===== config.mk =====
export PLATFORM = sky130hd
export DESIGN_NAME = int_exec_unit
export DESIGN_NICKNAME = d
export VERILOG_FILES = /design/src/rtl/int_exec_pkg.sv /design/src/rtl/int_exec_decode.sv /design/src/rtl/int_exec_opsel.sv /design/src/rtl/int_exec_alu.sv /design/src/rtl/int_exec_unit.sv
export SDC_FILE = /design/constraint.sdc
export NUM_CORES = 1
export LEC_CHECK = 0
export BUFFER_PORTS_ARGS = -buffer_cell sky130_fd_sc_hd__clkbuf_2
export CORE_ASPECT_RATIO = 0.9
export CORE_MARGIN = 5
export CORE_UTILIZATION = 30
export DETAILED_ROUTE_END_ITERATION = 6
export PLACE_DENSITY = 0.49
export SYNTH_ARGS = -nofsm -noshare
export SYNTH_HDL_FRONTEND = slang
export SYNTH_SLANG_ARGS = --single-unit
export TNS_END_PERCENT = 5

===== constraint.sdc =====
create_clock -name clk -period 5.2 [get_ports clk]
set_input_delay 0.26 -clock clk [delete_from_list [all_inputs] [get_ports clk]]
set_output_delay 0.26 -clock clk [all_outputs]
set_load 0.03 [all_outputs]

===== src/rtl/int_exec_pkg.sv =====
package int_exec_pkg;
  localparam int WORD_W   = 32;
  localparam int REGSEL_W = 5;
  localparam int SHAMT_W  = 5;
  localparam int IMM_W    = 16;
  localparam int CODE_W   = 6;
  localparam int HALF_W   = WORD_W / 2;

  localparam logic [CODE_W-1:0] OPC_REG   = 6'h00;
  localparam logic [CODE_W-1:0] OPC_ADDI  = 6'h08;
  localparam logic [CODE_W-1:0] OPC_SLTI  = 6'h0A;
  localparam logic [CODE_W-1:0] OPC_ANDI  = 6'h0C;
  localparam logic [CODE_W-1:0] OPC_ORI   = 6'h0D;
  localparam logic [CODE_W-1:0] OPC_LUI   = 6'h0F;
  localparam logic [CODE_W-1:0] OPC_LOAD  = 6'h23;
  localparam logic [CODE_W-1:0] OPC_STORE = 6'h2B;

  localparam logic [CODE_W-1:0] FN_SLL = 6'h00;
  localparam logic [CODE_W-1:0] FN_SRL = 6'h02;
  localparam logic [CODE_W-1:0] FN_ADD = 6'h20;
  localparam logic [CODE_W-1:0] FN_SUB = 6'h22;
  localparam logic [CODE_W-1:0] FN_AND = 6'h24;
  localparam logic [CODE_W-1:0] FN_OR  = 6'h25;
  localparam logic [CODE_W-1:0] FN_NOR = 6'h27;
  localparam logic [CODE_W-1:0] FN_SLT = 6'h2A;

  typedef enum logic [3:0] {
    K_NONE, K_ADD, K_SUB, K_AND, K_OR, K_NOR, K_SLL, K_SRL, K_SLT, K_LUI
  } op_kind_e;

  typedef enum logic [1:0] {
    SRC_REG, SRC_SEXT, SRC_ZEXT
  } bsrc_e;

  function automatic logic [WORD_W-1:0] f_sext(input logic [IMM_W-1:0] v);
    return {{(WORD_W-IMM_W){v[IMM_W-1]}}, v};
  endfunction

  function automatic logic [WORD_W-1:0] f_zext(input logic [IMM_W-1:0] v);
    return {{(WORD_W-IMM_W){1'b0}}, v};
  endfunction

  function automatic logic [WORD_W-1:0] f_alu(input op_kind_e k,
                                              input logic [WORD_W-1:0] a,
                                              input logic [WORD_W-1:0] b,
                                              input logic [SHAMT_W-1:0] sh);
    logic [WORD_W-1:0] r;
    case (k)
      K_ADD:   r = a + b;
      K_SUB:   r = a - b;
      K_AND:   r = a & b;
      K_OR:    r = a | b;
      K_NOR:   r = ~(a | b);
      K_SLL:   r = b << sh;
      K_SRL:   r = b >> sh;
      K_SLT:   r = {{(WORD_W-1){1'b0}}, ($signed(a) < $signed(b))};
      K_LUI:   r = {b[HALF_W-1:0], {HALF_W{1'b0}}};
      default: r = '0;
    endcase
    return r;
  endfunction
endpackage


===== src/rtl/int_exec_decode.sv =====
module int_exec_decode
  import int_exec_pkg::*;
(
  input  logic [WORD_W-1:0]   instr,
  output op_kind_e            kind,
  output bsrc_e               bsel,
  output logic [REGSEL_W-1:0] dest,
  output logic [SHAMT_W-1:0]  shamt,
  output logic [IMM_W-1:0]    imm,
  output logic                writes,
  output logic                mem,
  output logic                bad
);
  logic [CODE_W-1:0]   opc;
  logic [CODE_W-1:0]   fn;
  logic [REGSEL_W-1:0] rt_f;
  logic [REGSEL_W-1:0] rd_f;
  logic                unused_rs;

  assign opc       = instr[31:26];
  assign rt_f      = instr[20:16];
  assign rd_f      = instr[15:11];
  assign shamt     = instr[10:6];
  assign fn        = instr[5:0];
  assign imm       = instr[15:0];
  assign unused_rs = ^instr[25:21];

  always_comb begin
    kind   = K_NONE;
    bsel   = SRC_REG;
    writes = 1'b0;
    mem    = 1'b0;
    bad    = 1'b0;
    dest   = rt_f;
    case (opc)
      OPC_REG: begin
        dest   = rd_f;
        writes = 1'b1;
        case (fn)
          FN_ADD:  kind = K_ADD;
          FN_SUB:  kind = K_SUB;
          FN_AND:  kind = K_AND;
          FN_OR:   kind = K_OR;
          FN_NOR:  kind = K_NOR;
          FN_SLL:  kind = K_SLL;
          FN_SRL:  kind = K_SRL;
          FN_SLT:  kind = K_SLT;
          default: bad  = 1'b1;
        endcase
      end
      OPC_ADDI:  begin kind = K_ADD; bsel = SRC_SEXT; writes = 1'b1; end
      OPC_SLTI:  begin kind = K_SLT; bsel = SRC_SEXT; writes = 1'b1; end
      OPC_ANDI:  begin kind = K_AND; bsel = SRC_ZEXT; writes = 1'b1; end
      OPC_ORI:   begin kind = K_OR;  bsel = SRC_ZEXT; writes = 1'b1; end
      OPC_LUI:   begin kind = K_LUI; bsel = SRC_ZEXT; writes = 1'b1; end
      OPC_LOAD,
      OPC_STORE: begin kind = K_ADD; bsel = SRC_SEXT; mem = 1'b1; end
      default:   bad = 1'b1;
    endcase
    if (bad) begin
      kind   = K_NONE;
      writes = 1'b0;
      mem    = 1'b0;
      dest   = '0;
    end
  end
endmodule


===== src/rtl/int_exec_opsel.sv =====
module int_exec_opsel
  import int_exec_pkg::*;
(
  input  bsrc_e             bsel,
  input  logic [WORD_W-1:0] reg_b,
  input  logic [IMM_W-1:0]  imm,
  output logic [WORD_W-1:0] b_eff
);
  always_comb begin
    case (bsel)
      SRC_SEXT: b_eff = f_sext(imm);
      SRC_ZEXT: b_eff = f_zext(imm);
      default:  b_eff = reg_b;
    endcase
  end
endmodule


===== src/rtl/int_exec_alu.sv =====
module int_exec_alu
  import int_exec_pkg::*;
(
  input  op_kind_e           kind,
  input  logic [WORD_W-1:0]  a,
  input  logic [WORD_W-1:0]  b,
  input  logic [SHAMT_W-1:0] shamt,
  output logic [WORD_W-1:0]  y
);
  assign y = f_alu(kind, a, b, shamt);
endmodule


===== src/rtl/int_exec_unit.sv =====
module int_exec_unit
  import int_exec_pkg::*;
(
  input  logic                clk,
  input  logic                rst,
  input  logic                in_valid,
  input  logic [WORD_W-1:0]   instr,
  input  logic [WORD_W-1:0]   src_a,
  input  logic [WORD_W-1:0]   src_b,
  output logic                out_valid,
  output logic [WORD_W-1:0]   result,
  output logic [REGSEL_W-1:0] dest_reg,
  output logic                wr_en,
  output logic                mem_access,
  output logic                illegal
);
  op_kind_e            dec_kind;
  bsrc_e               dec_bsel;
  logic [REGSEL_W-1:0] dec_dest;
  logic [SHAMT_W-1:0]  dec_shamt;
  logic [IMM_W-1:0]    dec_imm;
  logic                dec_writes;
  logic                dec_mem;
  logic                dec_bad;
  logic [WORD_W-1:0]   b_eff;
  logic [WORD_W-1:0]   alu_y;

  int_exec_decode u_dec (
    .instr(instr), .kind(dec_kind), .bsel(dec_bsel), .dest(dec_dest),
    .shamt(dec_shamt), .imm(dec_imm), .writes(dec_writes),
    .mem(dec_mem), .bad(dec_bad)
  );

  int_exec_opsel u_sel (
    .bsel(dec_bsel), .reg_b(src_b), .imm(dec_imm), .b_eff(b_eff)
  );

  int_exec_alu u_alu (
    .kind(dec_kind), .a(src_a), .b(b_eff), .shamt(dec_shamt), .y(alu_y)
  );

  always_ff @(posedge clk) begin
    if (rst || !in_valid) begin
      out_valid  <= 1'b0;
      result     <= '0;
      dest_reg   <= '0;
      wr_en      <= 1'b0;
      mem_access <= 1'b0;
      illegal    <= 1'b0;
    end else begin
      out_valid  <= 1'b1;
      result     <= alu_y;
      dest_reg   <= dec_dest;
      wr_en      <= dec_writes;
      mem_access <= dec_mem;
      illegal    <= dec_bad;
    end
  end
endmodule


## Word level (Yosys, flattened, before mapping)

Index checks and enable logic that the tools add are counted.

- Add/subtract/negate cells: 2
- Multiply operators: 0
- Div/mod/pow operators: 0
- $lt $le $gt $ge: 1
- Equality and inequality tests: 25
- Shift-type cells: 2
- Multiplexer cells: 12
- Bitwise logic cells: 3
- Reductions and logical operators: 12

Operators by type and width:

| kind | number |
|---|---|
| case mux 32 bit (9 select lines) | 1 |
| case mux 32 bit (2 select lines) | 1 |
| == test 6 bit, second input constant | 8 |
| adder 32 bit | 1 |
| AND 32 bit | 1 |
| less-than comparator 32 bit | 1 |
| NOT 32 bit | 1 |
| bitwise OR 32 bit | 1 |
| case mux 4 bit (8 select lines) | 1 |
| left shift 32 x 5 -> 32 bit | 1 |
| right shift 32 x 5 -> 32 bit | 1 |
| subtractor 32 bit | 1 |
| == test 6 x 4 -> 1 bit, second input constant | 5 |
| case mux 4 bit (6 select lines) | 1 |
| == test 4 x 3 -> 1 bit, second input constant | 4 |
| zero test 6 bit | 2 |
| == test 4 x 2 -> 1 bit, second input constant | 2 |
| == test 4 bit, second input constant | 2 |
| OR reduction 8 bit | 1 |
| OR reduction 7 bit | 1 |
| == test 6 x 2 -> 1 bit, second input constant | 1 |
| OR reduction 3 bit | 2 |
| OR reduction 6 bit | 1 |
| 2-to-1 mux 5 bit | 1 |
| 11 further kinds | 15 |

- Register bits: 41
- Bits in latches: 0
- Memory bits (writable): 0
- Memory bits (read-only): 0
- Input bits: 99
- Output and inout bits: 41
- Logic and storage cells: 63
- Memories: 0

## Logic depth before layout (Yosys ltp)

- Depth in word-level cells: 8
- Depth in mapped cells: 26
- Gate-level depth less buffers: 20

## Modules after synthesis

A second synthesis with hierarchy kept.

- Cells, all modules: 1458
- Area total of the unflattened synthesis: 10919.2 um^2

Modules (own cells, without submodules):

| module | instances | cells each | area an instance (um^2) | sequential area each (um^2) |
|---|---|---|---|---|
| int_exec_alu | 1 | 1183 | 8560.7 | 0.0 |
| int_exec_unit | 1 | 90 | 1217.4 | 820.8 |
| int_exec_decode | 1 | 92 | 650.6 | 0.0 |
| int_exec_opsel | 1 | 93 | 490.5 | 0.0 |

## Least setup slack after synthesis

Ideal clock, no wire load.

- Kind: input to register
- Start point: in instr[26]
- End point: reg result[31]
- Setup time: 132 ps
- Arrival time: 5489 ps
- Data required time: 5068 ps
- Setup slack: -421 ps
- Stages: 25
- Path buffers: 8
- Path through: buf_6 clkbuf_1 and2_1 a21oi_1 or3_1 ha_1 buf_2 buf_4 buf_4 clkinv_1 nand2_1 buf_2 buf_1 o21a_1 inv_1 ha_1 clkbuf_1 nor4_1 o211ai_1 or4_1 a21oi_1 o211ai_1 a21oi_1 mux2i_1 a21oi_1

- Word-level cells in the longest chain between the ends: 8
- Elaborated cells between the ends (all ways): 36
- Those cells by class: 2 x add/sub; 18 x eq/ne; 2 x shift; 6 x mux; 3 x bitwise; 5 x reduce/logical

RTL lines:

| what | line | text |
|---|---|---|
| start: declaration | int_exec_unit.sv:7 | `input logic [WORD_W-1:0] instr,` |
| parallel branches: the longest is 7 deep, another holds subtractor 32 bit | -- |  |
| case mux 32 bit (9 select lines) (*) | int_exec_pkg.sv:48 | `case (k)` |
| end signal: assignment | int_exec_unit.sv:52 | `result <= alu_y;` |
| end: declaration | int_exec_unit.sv:11 | `output logic [WORD_W-1:0] result,` |

Every way passes the cells marked *.
A chain may end at the register's enable or synchronous reset.

## Worst setup path after layout

- Start point: in instr[31]
- End point: reg result[31]

Same word-level chain as after synthesis.

==> metrics.md <==
| Metric | Value |
|---|---|
| Outcome | complete, but fails checks |
| Failing checks | DRC |
| H-tree Lvls | 2 |
| Layout Nets | 1859 |
| Fmax | 0.204 GHz |
| Clock tree buffer depth | 2 |
| Tmin final | between 4000 and 5000 ps |
| Leading cell types in the layout, fill and taps excluded | 148 x nand2_1, 136 x nor2_1, 134 x clkbuf_2 |
| CTS root buf | clkbuf_16 |
| Hold Path Depth | 2 |
| Worst hold start | rst |
| DP Wirelength | 42.3 mm |
| Routed vias | 12764 |
| Largest register FFs | 32 |
| GR Util All Layers | 25.4% |
| Ys Warns | 0 |
| Measured slew at the worst slew-check pin | between 1000 and 1500 ps |
| Register area | 821 um2 |
| Synth async-reset ratio | 0% |
| Final Max Tran Viols | 0 |
| Layout fillers | 3840 |
| PortBufs | 134 |
| DR pass1 iterations | 7 |
| Crit Path Class | primary input to flip-flop |
| Worst Path Max Fanout | 23 |
| Vias in the first global route | 11908 |
| Hold Path Class | primary input to flip-flop |
| Arrival @ worst endpoint | 5070 ps |
| Commonest non-fill, non-tap cell in the layout | nand2_1 |
| Post-synthesis mux area share | around 13% |
| Total gr overflow | 0 |
| Compound-Gate Fraction of Synth Area | 33.1% |
| Synth Register Bits | 41 |
| Crit-path most repeated cell | a21oi_1 |
| Initial antenna violation count | 1 |
| Max-Cap Viols | 0 |
| Area growth from synthesis to layout | 16.1% |
| Synthesized area | 0.0107 mm2 |
| Max VDD drop | 113 uV |
| M1 WL | 22.9 mm |
| Die Width | 209 um |
| Critical Path Sink Type | flip-flop |
| Critical path origin | instr[31] |
| Worst-path clk slew | 70 ps |
| Final Setup Violations | 0 |
| Post-synthesis simple-gate area fraction | 22.3% |
| Synthesized instance count | 1527 |
| First-pass GRT wire length | 77.7 mm |
| CTS Buf Count | 5 |
| DRT antenna net count | 0 |
| WL per Instance | 24.8 um |
| Pleak | 5.38 nW |
| Critical path startpoint category | primary input |
| CTS tree | built |
| Sink of the worst hold path | out_valid |
| Largest family of logic cells by synthesized area | compound AO/OA/AOI/OAI gates |
| Top Metal Used | met5 |
| Total setup buffers inserted after CTS | 0 |
| Starting Density | 30.5% |
| Relative max-transition margin | about 25% |
| Die area | 0.0396 mm2 |
| Top_reg_cell synth | dfxtp_1 |
| DRC violations left | 4 |
| Final total power | 2.00 mW |
| Routed length on met3 | 4.63 mm |
| Area of the multi-input gates | 0.00895 mm2 |
| Fin. Hold Viols | 0 |
| Post-synth EDFFs | 0 |
| Cell variety after synth | 95 |
| Adder-Cell Fraction of Synth Area | 11.9% |
| Xor and xnor fraction of the mapped netlist area | 3.36% |
| Initial DRC Count | 1486 |
| Net count after synthesis | 1726 |
| Gp weighted congestion | 1.05 |
| Share of cells above drive strength 1 | between 10% and 20% |
| Antenna diodes | 0 |
| CTS Sinks | 41 |
| Routed wire length | around 53 mm |
| Io pins | 140 |
| Vias per inst | ~6 |
| Seq/Total Area, Yosys | 7.67% |
| CP required | 5370 ps |
| Largest net degree at the start of global routing | 65 |
| Row cnt | 65 |
| Biggest cell delay along the critical path | 650 ps |
| Setup TNS | 0 ps |
| Syn Area/Cell | 7.01 um2 |
| CP Cell Sequence | clkbuf_2, nand2b_1, nor2_1, a21oi_1, or3_1, ha_2, buf_4, a21oi_2, a21oi_1, inv_1, ha_1, a21oi_1, nand3b_1, o21a_1, o41ai_1, o21ai_1, and3_1, nor4_1, a21oi_1 |
| RSZ-0062 raised after global routing | no |
| WL met2 | 23.5 mm |
| Core Area | 0.0351 mm2 |
| Slowest-stage cell, CP | o41ai_1 |
| Chip Height | 189 um |
| Period utilization | 94.1% |
| PwrDens | roughly 160 mW/mm2 |
cell usage after synthesis, types with 19 or more instances:
| library cell | number | area (um2) |
|---|---|---|
| mux4_2 | 28 | 631 |
| a22oi_1 | 19 | 143 |
| nand2b_1 | 26 | 163 |
| o22ai_1 | 20 | 125 |
| nand2_1 | 149 | 559 |
| buf_2 | 31 | 155 |
| nand3_1 | 50 | 250 |
| inv_1 | 105 | 394 |
| o21ai_1 | 37 | 185 |
| o21ai_0 | 78 | 390 |
| dfxtp_1 | 41 | 821 |
| nor2_1 | 136 | 510 |
| mux2i_1 | 57 | 571 |
| a31oi_1 | 42 | 263 |
| xnor2_1 | 39 | 342 |
| nor3_1 | 32 | 160 |
| a21oi_1 | 107 | 536 |
| ha_1 | 98 | 1230 |
| clkbuf_1 | 55 | 206 |
| o211ai_1 | 26 | 195 |
worst max-delay path by stage:
stage / endpoint / slack, ps
6_report: result[31] / 310
2_1_floorplan: result[0] / -40
4_1_cts: result[0] / 240
5_1_grt: result[0] / 7
3_3_place_gp: result[30] / -60
3_5_place_dp: result[0] / -80
metrics by stage:
stage	instance area (um2)	hold WS, ps	utilization (%)	instances	setup slack, ps
floorplan	10700	358	-	1527	-36.8
global placement	12300	458	34.9	2122	-55.8
detailed placement	12300	460	34.9	2122	-83.4
CTS	12400	125	35.4	2130	244
global route	12400	145	35.4	2130	6.97
finish	12400	138	35.4	2130	306
worst max-delay path, delay by kind of cell:
family,cells,cell delay (ps)
AOI/OAI and AO/OA,8,2080
adders and majority gates,2,990
buffers and inverters,3,500
and+or+nand+nor,6,1210
power breakdown:
part / total, mW / switching [mW] / internal [mW]
Sequential: 0.318 / 0.000722 / 0.317
Clock: 0.335 / 0.156 / 0.179
Combinational: 1.34 / 0.851 / 0.494
metal layers:
metal	track usage, %	vias up
met2	40.5	645
met1	35.1	6110
met3	4.67	89
met4	7.63	2
met5	0	-
li1	-	5918
area by class of cell:
type                       instances  share of cell area, %
clock buffer                       6                   1.04
multi-input combinational       1259                   72.1
timing repair buffer             240                   12.0
sequential                        41                   6.61
inverter                         113                   3.41
clock inverter                     2                  0.121
tap                              469                   4.72
cells by family (layout without fill, tap and decap cells):
kind of cell | Yosys count | after routing
and+or+nand+nor | 496 | 496
AOI/OAI and AO/OA | 522 | 522
adders and majority gates | 101 | 101
muxes | 99 | 99
buffers and inverters | 227 | 361
DFF | 41 | 41
xor gates and xnor gates | 41 | 41
timing repair:
item	in CTS	in global routing
hold buffers	0	0
setup endpoints to repair	0	3
resized for setup	0	1
Note: power is estimated with default switching activity, not from simulation.
